===== config.mk =====
export PLATFORM = sky130hd
export DESIGN_NAME = flag_alu
export DESIGN_NICKNAME = d
export VERILOG_FILES = /design/src/rtl/flag_alu.sv
export SDC_FILE = /design/constraint.sdc
export NUM_CORES = 1
export LEC_CHECK = 0
export BUFFER_PORTS_ARGS = -buffer_cell sky130_fd_sc_hd__buf_2
export CORE_ASPECT_RATIO = 1.25
export CORE_MARGIN = 5
export CORE_UTILIZATION = 55
export CTS_CLUSTER_DIAMETER = 30
export DETAILED_ROUTE_END_ITERATION = 10
export PLACE_DENSITY = 0.73
export RECOVER_POWER = 25
export SLEW_MARGIN = 20
export SYNTH_ARGS = -nofsm -noshare
export SYNTH_HDL_FRONTEND = slang
export SYNTH_SLANG_ARGS = --single-unit

===== constraint.sdc =====
create_clock -name clk -period 21.7 [get_ports clk]
set_clock_uncertainty 0.1 [all_clocks]
set_input_delay 3.255 -clock clk [delete_from_list [all_inputs] [get_ports clk]]
set_output_delay 3.255 -clock clk [all_outputs]
set_load 0.05 [all_outputs]

===== src/rtl/flag_alu.sv =====
module flag_alu #(
  parameter int W = 16
) (
  input  logic         clk,
  input  logic         rst_n,
  input  logic         issue,
  input  logic [3:0]   op,
  input  logic         byte_sel,
  input  logic [W-1:0] op_a,
  input  logic [W-1:0] op_b,
  input  logic [W-1:0] sr_in,
  input  logic [2:0]   cond,
  output logic [W-1:0] result,
  output logic         wr_en,
  output logic [W-1:0] sr_out,
  output logic         jump_taken
);
  localparam int HB = W / 2;
  localparam logic [3:0] O_ADD = 4'd0, O_ADDC = 4'd1, O_SUB = 4'd2, O_SUBC = 4'd3,
                         O_CMP = 4'd4, O_DADD = 4'd5, O_AND = 4'd6, O_BIT = 4'd7,
                         O_BIC = 4'd8, O_BIS = 4'd9, O_XOR = 4'd10, O_RRC = 4'd11,
                         O_RRA = 4'd12, O_SWPB = 4'd13, O_SXT = 4'd14;

  logic         wide, narrow, c_in;
  logic [W-1:0] mask, a, b, bb, r, r_m, sr_next;
  logic [W:0]   sum;
  logic         cin, upd, fv, fc, fn, fz, a_top, bb_top, r_top;
  logic [W-1:0] bin, dg0, dg1, dg2, dg3;
  logic [W-1:0] sr_q;

  assign wide   = (op == O_SWPB) || (op == O_SXT);
  assign narrow = byte_sel && !wide;
  assign mask   = narrow ? {{HB{1'b0}}, {HB{1'b1}}} : '1;
  assign a      = op_a & mask;
  assign b      = op_b & mask;
  assign c_in   = sr_in[0];

  assign bb  = (op == O_SUB || op == O_SUBC || op == O_CMP) ? (~b & mask) : b;
  assign cin = (op == O_ADD) ? 1'b0 : (op == O_SUB || op == O_CMP) ? 1'b1 : c_in;
  assign sum = {1'b0, a} + {1'b0, bb} + {{W{1'b0}}, cin};

  assign a_top  = narrow ? a[HB-1]  : a[W-1];
  assign bb_top = narrow ? bb[HB-1] : bb[W-1];

  assign bin = {12'd0, a[3:0]} + 16'd10 * {12'd0, a[7:4]} + 16'd100 * {12'd0, a[11:8]}
             + 16'd1000 * {12'd0, a[15:12]}
             + {12'd0, b[3:0]} + 16'd10 * {12'd0, b[7:4]} + 16'd100 * {12'd0, b[11:8]}
             + 16'd1000 * {12'd0, b[15:12]} + {15'd0, c_in};
  assign dg0 = bin % 16'd10;
  assign dg1 = (bin / 16'd10) % 16'd10;
  assign dg2 = (bin / 16'd100) % 16'd10;
  assign dg3 = (bin / 16'd1000) % 16'd10;

  always_comb begin
    r     = '0;
    wr_en = 1'b1;
    upd   = 1'b1;
    fv    = 1'b0;
    fc    = 1'b0;
    case (op)
      O_ADD, O_ADDC, O_SUB, O_SUBC, O_CMP: begin
        r     = sum[W-1:0];
        fc    = narrow ? sum[HB] : sum[W];
        fv    = (a_top == bb_top) && ((narrow ? sum[HB-1] : sum[W-1]) != a_top);
        wr_en = (op != O_CMP);
      end
      O_DADD: begin
        r  = {dg3[3:0], dg2[3:0], dg1[3:0], dg0[3:0]};
        fc = narrow ? (bin > 16'd99) : (bin > 16'd9999);
      end
      O_AND, O_BIT: begin
        r     = a & b;
        fc    = |r;
        wr_en = (op == O_AND);
      end
      O_BIC: begin r = a & ~b; upd = 1'b0; end
      O_BIS: begin r = a | b;  upd = 1'b0; end
      O_XOR: begin
        r  = a ^ b;
        fc = |r;
        fv = a_top && (narrow ? b[HB-1] : b[W-1]);
      end
      O_RRC: begin
        r  = (a >> 1) | (c_in ? (narrow ? W'(1) << (HB-1) : W'(1) << (W-1)) : '0);
        fc = a[0];
      end
      O_RRA: begin
        r  = (a >> 1) | (a_top ? (narrow ? W'(1) << (HB-1) : W'(1) << (W-1)) : '0);
        fc = a[0];
      end
      O_SWPB: begin r = {a[HB-1:0], a[W-1:HB]}; upd = 1'b0; end
      O_SXT: begin
        r  = {{HB{a[HB-1]}}, a[HB-1:0]};
        fc = |r;
      end
      default: begin wr_en = 1'b0; upd = 1'b0; end
    endcase
  end

  assign r_m    = r & mask;
  assign r_top  = narrow ? r_m[HB-1] : r_m[W-1];
  assign fn     = r_top;
  assign fz     = (r_m == '0);
  assign result = r_m;

  assign sr_next = upd ? {sr_in[W-1:9], fv, sr_in[7:3], fn, fz, fc} : sr_in;

  always_ff @(posedge clk or negedge rst_n)
    if (!rst_n)     sr_q <= '0;
    else if (issue) sr_q <= sr_next;
  assign sr_out = sr_q;

  always_comb
    case (cond)
      3'd0: jump_taken = !sr_in[1];
      3'd1: jump_taken = sr_in[1];
      3'd2: jump_taken = !sr_in[0];
      3'd3: jump_taken = sr_in[0];
      3'd4: jump_taken = sr_in[2];
      3'd5: jump_taken = (sr_in[2] == sr_in[8]);
      3'd6: jump_taken = (sr_in[2] != sr_in[8]);
      default: jump_taken = 1'b1;
    endcase


  hold_chk: assert property (@(posedge clk) disable iff (!rst_n)
    !issue |=> $stable(sr_out));

  passthru_chk: assert property (@(posedge clk) disable iff (!rst_n)
    issue |=> (sr_out[7:3] == $past(sr_in[7:3])) && (sr_out[15:9] == $past(sr_in[15:9])));

  cmp_zero_chk: assert property (@(posedge clk) disable iff (!rst_n)
    issue && op == O_CMP |=> sr_out[1] == ($past(byte_sel) ? ($past(op_a[7:0]) == $past(op_b[7:0]))
                                                          : ($past(op_a) == $past(op_b))));

  and_carry_chk: assert property (@(posedge clk) disable iff (!rst_n)
    issue && (op == O_AND || op == O_BIT) |=> (sr_out[0] == !sr_out[1]) && !sr_out[8]);

  keep_flags_chk: assert property (@(posedge clk) disable iff (!rst_n)
    issue && (op == O_BIC || op == O_BIS || op == O_SWPB || op == 4'd15) |=> sr_out == $past(sr_in));

  rrc_lsb_chk: assert property (@(posedge clk) disable iff (!rst_n)
    issue && (op == O_RRC || op == O_RRA) |=> sr_out[0] == $past(op_a[0]));

  byte_upper_chk: assert property (@(posedge clk) disable iff (!rst_n)
    byte_sel && op != O_SWPB && op != O_SXT |-> result[15:8] == 8'h00);
endmodule


# [Word level (Yosys, flattened, before mapping)]
# Index checks and enable logic that the tools add are counted.
[classes] n_eq_ne=25 mux=21 bitwise_logic=11 addsub=10 shifts=0 multipliers=6 div_mod_pow=7 reduce_logical=21 magnitude_cmp=2
[ops] operator="$pmux W16 S10" n=1
[ops] operator="$and A16 B16 Y16" n=6
[ops] operator="$mux W16" n=5
[ops] operator="$mod A16 B4 Y16 const B" n=4
[ops] operator="$or A15 B16 Y16" n=2
[ops] operator="$reduce_or A16 Y1" n=2
[ops] operator="$eq A4 B4 Y1 const B" n=7
[ops] operator="$mul A7 B4 Y11 const A" n=2
[ops] operator="$mul A5 B4 Y9 const A" n=2
[ops] operator="$add A16 B16 Y17" n=1
[ops] operator="$add A17 B1 Y17" n=1
[ops] operator="$add A15 B4 Y16" n=1
[ops] operator="$add A16 B1 Y16" n=1
[ops] operator="$add A16 B11 Y16" n=1
[ops] operator="$add A16 B14 Y16" n=1
[ops] operator="$add A16 B8 Y16" n=1
[ops] operator="$div A16 B10 Y16 const B" n=1
[ops] operator="$div A16 B4 Y16 const B" n=1
[ops] operator="$div A16 B7 Y16 const B" n=1
[ops] operator="$eq A4 B3 Y1 const B" n=4
[ops] operator="$gt A16 B14 Y1 const B" n=1
[ops] operator="$gt A16 B7 Y1 const B" n=1
[ops] operator="$logic_not A16 Y1" n=1
[ops] operator="$not A16 Y16" n=1
[ops] operator="29 further kinds" n=54
[totals] out_inout_bits=34 mem_bits_ro=0 inputBits=59 ram_bits=0 regBits=16 wordCells=104 n_memories=0 latch_bits=0

# [Longest topological paths before layout]
# Gate-level depths: netlist of run 1.
[depth] ltp_word=21 depth_mapped=69 mapped_depth_nobuf=63

# [Worst setup path after synthesis of run 1]
# OpenSTA, ideal clock, no wires.
[synth_timing] kind="input to output" startpoint="input port op[3]" endpoint="output port result[15]" path_stages=57 arrival_time_ns=15.645 required_ns=18.345 path_slack_ns=2.700 n_path_buf=8 path_cell_list="clkbuf_1 > and3_1 > clkbuf_1 > nor2_1 > nand2_1 > clkbuf_1 > clkbuf_1 > clkbuf_1 > nand2_1 > fa_1 > fa_1 > inv_1 > ha_1 > a21oi_1 > nor2b_1 > o21a_1 > o21ai_0 > nand2_1 > [21 not listed] > a21oi_1 > nand2_1 > a21oi_1 > o21ai_0 > a221o_1 > o31ai_1 > and2_1 > ha_1 > nor2_1 > a31oi_1 > nand2_1 > nand3_1 > nand2_1 > ha_1 > or3_1 > a21oi_1 > o31ai_1 > a21oi_1"
[synth_between] elab_chain_len=18 word_cells_on_any_way=58 classes_between="9 x add/sub; 4 x mul; 2 x div; 14 x eq/ne; 9 x mux; 11 x bitwise; 9 x reduce/logical"
[synth_lines] element="start, declared" line="7" text="input logic [3:0] op,"
[synth_lines] element="$eq A4 B4 Y1" line="31, 60"
[synth_lines] element="$logic_or A1 B1 Y1" line="31" text="assign wide = (op == O_SWPB) || (op == O_SXT);"
[synth_lines] element="$logic_not A1 Y1" line="32" text="assign narrow = byte_sel && !wide;"
[synth_lines] element="$logic_and A1 B1 Y1" line="32"
[synth_lines] element="$mux W16" line="33" text="assign mask = narrow ? {{HB{1'b0}}, {HB{1'b1}}} : '1;"
[synth_lines] element="$and A16 B16 Y16" line="34" text="assign a = op_a & mask;"
[synth_lines] element="$mul A5 B4 Y9" line="45" text="assign bin = {12'd0, a[3:0]} + 16'd10 * {12'd0, a[7:4]} + 16'd100 * {12'd0, a[11:8]}"
[synth_lines] element="$add A9 B11 Y12" line="45"
[synth_lines] element="[2 not listed]"
[synth_lines] element="$add A16 B8 Y16" line="47" text="+ {12'd0, b[3:0]} + 16'd10 * {12'd0, b[7:4]} + 16'd100 * {12'd0, b[11:8]}"
[synth_lines] element="$add A16 B11 Y16" line="47"
[synth_lines] element="$add A16 B14 Y16" line="48" text="+ 16'd1000 * {12'd0, b[15:12]} + {15'd0, c_in};"
[synth_lines] element="$add A16 B1 Y16" line="48"
[synth_lines] element="$div A16 B10 Y16" line="52" text="assign dg3 = (bin / 16'd1000) % 16'd10;"
[synth_lines] element="$mod A16 B4 Y16" line="52"
[synth_lines] element="$pmux W16 S10" line="60" text="case (op)"
[synth_lines] element="$and A16 B16 Y16 (*)" line="100" text="assign r_m = r & mask;"
[synth_lines] element="end, declared" line="13" text="output logic [W-1:0] result,"
# Mark *: on every way between the ends. The rest lies on a longest branch, timed or not.

# [Worst setup path in the final report of run 1]
[layout_timing] startpoint="input port op[2]" endpoint="output port result[15]"
# The elaborated chain is that of the path after synthesis.

==> results of run 1 <==
## through the flow
stage,instances,worst slack [ps]
4_1_cts,2216,689
5_1_grt,2216,82.2
3_3_place_gp,2212,1080
3_5_place_dp,2212,724
6_report,2216,955
2_1_floorplan,1863,2700
## placed cells by master (no fill, tap or decap), drive strengths merged, types with 11 or more instances in the layout
master and count:
nand2 171, ha 156, inv 139, nor2 133, o21ai 126, buf 125
a21oi 119, xnor2 80, fa 56, nand3 53, nor3 50, a211oi 46
o211ai 35, a221oi 34, a21o 30, xor2 27, and3 26, nand4 25
a31oi 24, mux2 23, and2 23, a22oi 21, mux2i 21, nand2b 20
a2111oi 18, o22ai 17, dfrtp 16, o31ai 16, nor4 16, or2 14
o21a 13, maj3 12, a221o 11
## area by class of cell
class | instances | area share [%]
multi-input cells | 1594 | 85.3
repair buffers | 126 | 4.89
inverters | 141 | 3.64
well taps | 335 | 2.87
flip-flops and latches | 16 | 2.74
clock buffers | 4 | 0.608
## cells by family after synthesis
logic type      share of synthesized area (%)
buf+inv                                  8.29
simple gates                             20.5
xor+xnor                                 6.94
mux                                      3.81
compound gates                           34.6
fa+ha+maj                                22.9
flops                                    2.87
## worst max path at each step
| stage | from | endpoint | slack, ps | cells past startpoint |
|---|---|---|---|---|
| floorplan | op[3] | result[15] | 2700 | 57 |
| global placement | op[0] | result[15] | 1080 | 59 |
| detailed placement | op[3] | result[15] | 720 | 60 |
| CTS | op[3] | result[15] | 690 | 60 |
| global route | op[3] | result[7] | 80 | 62 |
| finish | op[2] | result[15] | 950 | 59 |
## Yosys cell counts, types with 16 or more instances
| library cell | count | area [um2] |
|---|---|---|
| a211oi_1 | 41 | 308 |
| a21o_1 | 29 | 218 |
| a21oi_1 | 114 | 571 |
| a221oi_1 | 28 | 245 |
| a22oi_1 | 20 | 150 |
| a31oi_1 | 20 | 125 |
| and2_1 | 22 | 138 |
| and3_1 | 25 | 156 |
| buf_2 | 24 | 120 |
| buf_6 | 16 | 180 |
| clkbuf_1 | 56 | 210 |
| dfrtp_1 | 16 | 400 |
| fa_1 | 56 | 1120 |
| ha_1 | 156 | 1950 |
| inv_1 | 136 | 510 |
| mux2_2 | 21 | 236 |
| mux2i_1 | 20 | 200 |
| nand2_1 | 171 | 642 |
| nand2b_1 | 20 | 125 |
| nand3_1 | 50 | 250 |
| nand4_1 | 24 | 150 |
| nor2_1 | 129 | 484 |
| nor3_1 | 48 | 240 |
| o211ai_1 | 30 | 225 |
| o21ai_0 | 104 | 521 |
| o22ai_1 | 17 | 106 |
| xnor2_1 | 76 | 666 |
| xor2_1 | 27 | 236 |
## timing repair
action | in CTS | in global routing
endpoints found under the setup margin | 0 | 7
endpoints found under the hold margin | 0 | 0
gates resized for setup | 0 | 6
## metal layers
layer	track usage, %	vias to the layer above
met5	0	-
met4	12.4	0
met3	2.26	148
met2	50.1	665
met1	38.1	6962
li1	-	6997
## tightest hold or removal path, delay by kind of cell (launching register included)
| kind | cells | cell delay [ps] |
|---|---|---|
| compound gates | 2 | 120 |
| flops | 1 | 330 |
==> results by stage, run 1 <==
Clock network:
- The cell sitting at the root of the clock tree is a clkbuf_16.
- The H-tree level count is 1.
- The source-to-sink clock delay at the later pin of the worst-skew pair is approximately 240 ps.
- The setup fix buffers added after clock tree synthesis is 0.
- For this design, the sink count on the clock tree is 16.
- The CTS buffer count is 3.
- The total of hold buffers inserted after clock tree synthesis is 0.
- After clock tree synthesis, the clock-pin slew on the worst setup and hold paths is 50 ps.
- Counting along the longest clock path gives a buffer depth of 2.
- The clock tree from TritonCTS is built.

Final layout:
- Relative to the synthesized area, the layout overhead comes to 4.87%.
- The end-of-flow core utilization is about three fifths.
- The number of flip-flops in the largest register is 16.
- Registers take around 400 um2.
- The finished cells cover between 0.01 and 0.015 mm2.
- The fill cell total of the finished layout is between 2000 and 2500.
- Summing all multi-input logic gate instances after layout gives 0.0125 mm2.
- The net count reported at finish is between 2000 and 2500.
- The number of inserted diodes is 0.
- The post-route netlist has 13.9% of its cells at a drive strength greater than 1.

Min path:
- The path with the worst hold slack has its endpoint at sr_out[1].
- The path class of the lowest-slack min-delay path is flip-flop to flip-flop.
- In this run the most critical hold path is launched from sr_out[1].
- The worst hold path passes through 2 cells.

Die:
- The initial utilization of the core area, before any placement, comes to 55.5%.
- The die is 152 um wide.
- From bottom edge to top edge, the die measures 188 um.
- The core outline area is 0.0251 mm2.
- Pin placement for this block handled 93 I/O pins.
- The die area is roughly 0.029 mm2.
- The initialized floorplan defines 65 standard-cell rows.

Worst setup path:
- The startpoint type of the worst setup path is an input port.
- The endpoint class of the critical path is a primary output.
- The data required time at the worst endpoint is about 18000 ps.
- The reg-to-reg startpoint is sr_out[14].
- In this design, the stage delay of the slowest critical-path cell is 610 ps.
- The kind of cell adding the most delay to the critical path is compound AO/OA/AOI/OAI gates.
- The critical setup path kind is input port to primary output.
- The worst reg-to-reg setup slack is about 21000 ps.
- Counting both buffers and inverters, the worst setup path holds a total of 11.
- For the worst setup path, the data arrival time is between 15000 and 20000 ps.
- The largest individual stage delay along the critical path comes from the cell and3_1.
- The depth of the worst register-to-register path is 1.
- In this run the worst path has a maximum fanout of 18.
- The endpoint of the most critical register-to-register path is sr_out[14].

Yosys:
- The register area share after synthesis is ~2.9%.
- The count of flip-flops with a built-in enable after synthesis is 0.
- The Yosys warning count is 0.
- The mean instance size in the synthesized netlist is about 7.5 um2.
- The net count after synthesis is roughly 2100.
- The unique cell type count in the Yosys netlist is between 100 and 150.
- The area of the mapped netlist is 0.0139 mm2.
- In the synthesized netlist the dominant register cell turns out to be dfrtp_1.
- The share of async-settable or async-resettable flops after synthesis is between 90% and 100%.
- Synthesis produced a netlist whose cell count is about 1900.
- The total of flip-flops plus latches after synthesis is 16.

Timing:
- The worst hold slack after final layout is 394 ps.
- The worst path needs slightly above 20000 ps of the cycle, external delays included.
- The hold violation total from the final report is 0.
- The count of pins over their slew limit is 0.
- The worst pin sits at a relative slew slack of between 30% and 40%.
- The peak clock frequency supported by timing is approximately 48 MHz.
- Setup total negative slack on the finished layout was measured at 0 ps.
- At the pin with the least slew margin, the transition time is 994 ps.
- Setup repair after global routing left no endpoint under its margin.
- The final number of setup-violating endpoints is 0.
- Of the available clock period, the critical path in the final layout requires 95.6%.

Global routing:
- The wire length of the first global-routing pass is slightly above 70000 um.
- The aggregate global routing overflow is 0.
- The number of global-route vias before repair is roughly 14000.
- The largest net degree at the start of global routing is 43.
- The number of antenna violations at the first check in global routing is 0.
- Global routing used between 20 and 30% of the available tracks.

Drt:
- For this run, design rule violations remaining after detail routing come to 0.
- The average wire per cell in the routed design is 20.1 um.
- The routed design has 44600 um of wire.
- The detailed router used layers up to and including met4.
- The length of routed met3 wiring is between 2000 and 3000 um.
- Once detail routing completed, the nets flagged for antenna violations numbered 0.
- Dividing the detail-routed via count by the number of cells gives approximately 6.7.
- The routed length on met2 is between 20000 and 25000 um.
- Across all layers, the routed design uses between 10000 and 15000 vias.
- The detailed router finished its first iteration with ~1500 violations.
- The number of search-and-repair iterations in the first detailed-routing pass is 5.
- In the final routing, the length of wire on met1 measures 18700 um.

Place:
- Routability-driven placement finished with a final weighted congestion of slightly below 1.
- The HPWL after detailed placement is between 30000 and 40000 um.
- The standard cell area after detailed placement is 0.0145 mm2.
- The count of buffers inserted at the top-level ports is 92.

Run status:
- The flow ran to the end, and the final reports show no timing, DRC or antenna violations.

Flow run:
- The number of max-capacitance violations reported is 0.
Power of run 1 is not shown: default switching activity piles up to over one toggle a cycle in this logic, so the estimate is an artifact.
==> run 2, diff against run 1 <==
--- a/config.mk
+++ b/config.mk
@@ -8,10 +8,10 @@
 export BUFFER_PORTS_ARGS = -buffer_cell sky130_fd_sc_hd__buf_2
 export CORE_ASPECT_RATIO = 1.25
 export CORE_MARGIN = 5
-export CORE_UTILIZATION = 55
+export CORE_UTILIZATION = 30
+export CTS_BUF_LIST = sky130_fd_sc_hd__clkbuf_4
 export CTS_CLUSTER_DIAMETER = 30
 export DETAILED_ROUTE_END_ITERATION = 10
-export PLACE_DENSITY = 0.73
 export RECOVER_POWER = 25
 export SLEW_MARGIN = 20
 export SYNTH_ARGS = -nofsm -noshare
==> run 2 against run 1 <==
Routed wire length increased by 7.0%. Global-route usage decreased by 12 points. Flip-flop and latch count unchanged. Hold slack improved by 13 ps. Non-clock buffer count decreased by 1. Critical endpoint unchanged.
==> results by stage, run 2 (same netlist as run 1, synthesis figures left out) <==
Place:
- The final RePlAce weighted congestion is just under 1.
- The detailed placement HPWL is 38300 um.
- During placement, the flow inserted port buffers numbering 92.

Worst setup path:
- The largest individual stage delay along the critical path comes from the cell fa_1.
- The data required time at the worst endpoint is between 15000 and 20000 ps.
- The critical setup path kind is input port to primary output.
- The reg-to-reg startpoint is sr_out[15].
- Tracing the worst setup path back leads to its startpoint at op[0].
- The endpoint class of the critical path is a primary output.
- The most used cell along the critical path is ha_1.
- The data arrival time at the worst-slack endpoint is between 15000 and 20000 ps.
- The largest single stage delay on the critical path is between 500 and 600 ps.
- STA classifies the critical path startpoint as an input port.
- Of all nets on the critical path, the largest fanout is 18.

Clock network:
- Clock tree synthesis found a total of 16 sinks.
- The clock tree from TritonCTS is built.
- The root buffer cell chosen for the clock tree is clkbuf_4.
- In this run the deepest clock path goes through 2 buffers.
- After clock tree synthesis, the clock-pin slew on the worst setup and hold paths is 80 ps.
- The total of hold buffers inserted after clock tree synthesis is 0.
- CTS built an H-tree with a depth of 1.
- The clock reaches the later pin of the worst-skew pair after between 200 and 300 ps.
- The CTS buffer count is 3.

Timing:
- The max-slew headroom at the worst pin is between 20% and 30%.
- Based on the critical path, the design can be clocked at up to ~48 MHz.
- At the pin with the least slew margin, the transition time is roughly 1100 ps.
- The count of pins over their slew limit came to 0.
- The post-route clock period utilization is 95.4%.
- Setup repair after global routing left no endpoint under its margin.
- The worst path needs between 20000 and 25000 ps of the cycle, external delays included.
- The hold violation total from the final report is 0.
- Setup violations remaining at the end of the flow were counted as 0.
- The sum of negative setup slack is 0 ps.

Die:
- In this run the count of I/O pins placed on the die edge is slightly above 90.
- Measured along the y axis, the die boundary spans around 250 um.
- The floorplan step defined a die boundary enclosing between 0.05 and 0.06 mm2.
- The width of the die is approximately 200 um.
- For this configuration, the core starts out at a cell density of between 30% and 40%.
- The floorplan has 88 rows.
- In this run the standard cell core region covers ~0.046 mm2.

Drt:
- The average wire per cell in the routed design is ~19 um.
- The total wire length after detailed routing is ~48000 um.
- For this block, the via count after detailed routing is around 15000.
- The number of search-and-repair iterations in the first detailed-routing pass is 6.
- The detailed router finished its first iteration with 1187 violations.
- The post-route DRC violation count is 0.
- The ratio of routed vias to standard cells is 5.99.
- The number of antenna-violating nets in the routed design is 0.

Final layout:
- The area growth from synthesis to layout is 6.80%.
- The total area of sequential cells is 400 um2.
- The fraction of final layout cells with drive strength greater than 1 is between 10 and 15%.
- The end-of-flow core utilization is about 32%.
- Leaving out fill and tap cells, the most frequent cell in the layout is nand2_1.
- Counting the fill cells in the layout gives 4917.
- Leaving out fill and tap cells, the most frequent cells in the layout are 169 x nand2_1, 156 x ha_1, 136 x inv_1.
- The number of inserted diodes is 0.
- Summing all multi-input logic gate instances after layout gives between 0.01 and 0.015 mm2.
- At the end of the flow, the number of nets in the layout was between 2000 and 2500.
- The number of flip-flops in the largest register is 16.

Run status:
- The flow ran to the end, and the final reports show no timing, DRC or antenna violations.

Min path:
- In this run the most critical hold path is launched from sr_out[6].
- In this run the worst hold path is classified as flip-flop to flip-flop.

Global routing:
- The number of antenna violations at the first check in global routing was 0.
- The number of global-route vias before repair came to 13738.
- The largest net degree at the start of global routing is 43.
- The total routing resource utilization after global routing is between 10% and 20%.
- Global routing used between 20% and 30% of the available met1 tracks.
- The met3 demand-to-capacity share in global routing is less than 1%.
- For this run the aggregate overflow at the end of global routing stands at 0.
- The layer with the highest usage after global routing is met2.
- The met2 capacity usage during global routing is 31.6%.
- The first global-routing pass estimated about 75000 um of wire.

Flow run:
- The number of max-capacitance violations reported is 0.
-- run 2: repair_timing --
action,in CTS,in global routing
gates resized for setup,0,12
setup buffers,0,3
endpoints found under the setup margin,0,11
-- run 2: worst paths after layout --
kind                              end  slack, ps  cells after the start
setup / recovery           result[15]       1000                     57
min in group asynchronous   sr_out[5]       2950                      1
max in group asynchronous   sr_out[8]      18020                      1
setup reg to reg           sr_out[15]      20850                      1
hold reg to reg             sr_out[6]        410                      1
hold / removal              sr_out[6]        410                      1
-- run 2: layout make-up --
| class | instances | share of cell area (%) |
|---|---|---|
| multi-input combinational | 1594 | 83.9 |
| tap | 585 | 4.92 |
| timing repair buffer | 125 | 4.75 |
| inverter | 141 | 3.57 |
| sequential | 16 | 2.69 |
| clock buffer | 3 | 0.151 |
-- run 2: metrics by stage --
step	hold WS, ps	setup WS [ps]	std cells	cell area [um2]
5_1_grt	422	25.8	2464	14900
3_3_place_gp	384	692	2458	14800
3_5_place_dp	390	369	2458	14800
4_1_cts	410	325	2461	14800
6_report	407	999	2464	14900
2_1_floorplan	675	2700	1863	13900
-- run 2: critical path, delay by kind of cell --
family | cells | cell delay (ps)
and+or+nand+nor | 18 | 4070
xor gates and xnor gates | 1 | 160
buffers and inverters | 10 | 1220
AOI/OAI and AO/OA | 18 | 4990
adders and majority gates | 10 | 3630
-- run 2: layer usage --
metal	vias up	wire length [um]
met5	-	0
li1	7009	-
met4	0	2210
met3	126	2310
met2	633	23600
met1	6994	19600
Power of run 2 is left out for the same reason.
==> run 3, diff against run 2 <==
--- a/config.mk
+++ b/config.mk
@@ -7,12 +7,12 @@
 export LEC_CHECK = 0
 export BUFFER_PORTS_ARGS = -buffer_cell sky130_fd_sc_hd__buf_2
 export CORE_ASPECT_RATIO = 1.25
-export CORE_MARGIN = 5
 export CORE_UTILIZATION = 30
 export CTS_BUF_LIST = sky130_fd_sc_hd__clkbuf_4
 export CTS_CLUSTER_DIAMETER = 30
 export DETAILED_ROUTE_END_ITERATION = 10
 export RECOVER_POWER = 25
+export REMOVE_ABC_BUFFERS = 1
 export SLEW_MARGIN = 20
 export SYNTH_ARGS = -nofsm -noshare
 export SYNTH_HDL_FRONTEND = slang
==> run 3 against run 2 <==
Core utilization is 0.29 points higher. Non-clock buffer count is 4 lower. Fmax is 0.27% higher. Die area is 7.0% lower. Critical path type unchanged. Final cell count is 0.45% lower. Count of clock-buffer cells in the layout stayed put. Via count is 0.12% higher. Routed wire length is 2.5% higher. First-iteration DRC count is 7.3% lower. Worst setup slack better by 56 ps. Flip-flop and latch count stayed put.
==> results by stage, run 3 (same netlist as run 1, synthesis figures left out) <==
Run status:
- The flow ran to the end, and the final reports show no timing, DRC or antenna violations.

Timing:
- The hold violation total from the final report is 0.
- The final critical path takes up a little over nine tenths of the cycle.
- The count of pins over their slew limit is 0.
- The transition time at the pin with the least slew margin is between 1000 and 1500 ps.
- The max-slew headroom at the worst pin is 26.4%.
- The sum of negative setup slack is 0 ps.
- The peak clock frequency supported by timing is roughly 48 MHz.
- Setup repair after global routing left no endpoint under its margin.
- The final number of setup-violating endpoints is 0.
- Counting I/O delays and the setup requirement, the final critical path takes 20640 ps.
- The worst path setup slack after routing is 1060 ps.

Die:
- The die covers 0.0473 mm2.
- The width of the die is about 190 um.
- The initialized floorplan defines 87 standard-cell rows.
- The region available for standard cell placement spans 0.0455 mm2.
- The initial utilization of the core area, before any placement, comes to a little under a third.
- The die extent in y is 243 um.
- In this run the count of I/O pins placed on the die edge is 93.

Drt:
- The total wire length after detailed routing is 48900 um.
- The routed via count is ~15000.
- The number of antenna-violating nets in the routed design is 0.
- The ratio of routed vias to standard cells is 6.03.
- For this block, the initial DRC count from the detailed router was 1100.
- The average wire per cell in the routed design is ~20 um.
- For this run, the detailed router's first-pass iteration total came to 5.
- The post-route DRC violation count is 0.

Worst setup path:
- The endpoint class of the critical path is a primary output.
- By instance count, the cell type seen most on the critical path is inv_1.
- The critical setup path kind is input port to primary output.
- The startpoint identified for the worst register-to-register timing path is sr_out[5].
- Of all nets on the critical path, the largest fanout is 16.
- Across all register-to-register paths, the minimum setup slack is 20840 ps.
- Data on the critical path is required at its endpoint by between 15000 and 20000 ps.
- The longest individual stage delay on the worst path is roughly 770 ps.
- STA classifies the critical path startpoint as an input port.
- The worst register-to-register path ends at sr_out[5].
- The data arrival time at the worst-slack endpoint is 17290 ps.
- The worst register-to-register path has a depth of 1.
- The slowest stage of the critical path belongs to the cell xnor2_2.

Clock network:
- The cell sitting at the root of the clock tree is a clkbuf_4.
- The clock sink count is 16.
- The clock tree from TritonCTS is built.
- Counting along the longest clock path gives a buffer depth of 2.
- The H-tree level count is 1.
- At the later pin of the worst-skew pair, clock insertion delay measures 270 ps.
- The number of hold buffers added after CTS was 0.
- The CTS buffer count is 3.
- The clock-pin slew on the worst setup and hold paths is approximately 80 ps.

Place:
- In this run the cell area measured after placement is around 0.015 mm2.
- Before CTS, the worst setup slack after placement is between 700 and 800 ps.
- Port buffering added around 90 buffers.
- Once detailed placement completed, the half-perimeter wirelength came to 38700 um.
- Routability-driven placement finished with a final weighted congestion of 1.06.

Final layout:
- Once layout is done, the placed cells without fillers occupy approximately 0.015 mm2.
- The fill cell total of the finished layout is 4876.
- Cells fill between 30 and 40% of the core in the end.
- The number of flip-flops in the largest register is 16.
- The repair_antennas step left the layout with diodes totalling 0.
- In the layout the commonest cells are 171 x nand2_1, 156 x ha_1, 136 x inv_1.
- Compared with the post-synthesis result, the final layout area differs by 6.53%.
- The net count reported at finish is 2148.
- Leaving out fill and tap cells, the most frequent cell in the layout is nand2_1.
- The fraction of final layout cells with drive strength greater than 1 is ~14%.

Min path:
- In this run the most critical hold path is launched from sr_out[9].
- Along the worst hold path, the cell count comes to 1.
- For hold timing, the worst endpoint is sr_out[9].
- The path class of the lowest-slack min-delay path is flip-flop to flip-flop.

Global routing:
- The met3 demand-to-capacity share in global routing is between 1.5 and 2%.
- The number of global-route vias before repair is ~14000.
- The layer with the highest usage after global routing is met2.
- The number of antenna violations at the first check in global routing came to 0.
- Global routing consumed, on the met1 layer, a little under a quarter of the routing resources.
- Global routing used ~20% of the available tracks across all layers.
- Global routing finished with a remaining overflow of 0.
- The met2 capacity usage during global routing is 35.1%.
- Entering global routing, the biggest net connects 43 pins.
- The first global-routing pass estimated between 70000 and 80000 um of wire.

Flow run:
- The tool flagged a number of max-cap violations equal to 0.
-- run 3: changes by cell type in the layout (fill, tap and decap cells not counted), sizes merged --
| cell | before | now |
|---|---|---|
| buf | 124 | 120 |
-- run 3: cell type report --
cell class | instances | area [um2] | area share, %
clock buffer | 3 | 22.5 | 0.152
sequential | 16 | 400 | 2.70
inverter | 141 | 532 | 3.58
tap | 578 | 723 | 4.87
timing repair buffer | 121 | 677 | 4.56
multi-input combinational | 1594 | 12500 | 84.1
-- run 3: what timing repair did --
item                       in CTS  in global routing
buffers inserted                0                  0
setup endpoints to repair       0                 10
resized for setup               0                 14
-- run 3: through the flow --
step,std cells,hold WS [ps]
6_report,2453,406
5_1_grt,2453,420
4_1_cts,2453,408
3_5_place_dp,2450,388
3_3_place_gp,2450,384
2_1_floorplan,1751,672
-- run 3: worst max path at each step --
stage          startpoint    endpoint  slack, ps
6_report            op[0]   result[7]       1060
5_1_grt             op[3]   result[7]         30
4_1_cts             op[3]   result[7]        690
3_5_place_dp        op[3]   result[7]        750
3_3_place_gp        op[3]   result[7]       1090
2_1_floorplan       op[0]  result[11]       1770
-- run 3: metal layers --
metal / vias to the layer above / wire, um
met1: 7001 / 19500
met4: 0 / 3240
met2: 629 / 23300
li1: 7004 / -
met5: - / 0
met3: 146 / 2790
-- run 3: critical path: cells and delay by family --
kind	cells	cell delay, ps
AOI/OAI and AO/OA	17	4510
xor gates and xnor gates	5	1350
adders and majority gates	12	4240
buffers and inverters	12	1180
muxes	1	420
and+or+nand+nor	8	2280
Power of run 3 is left out for the same reason.
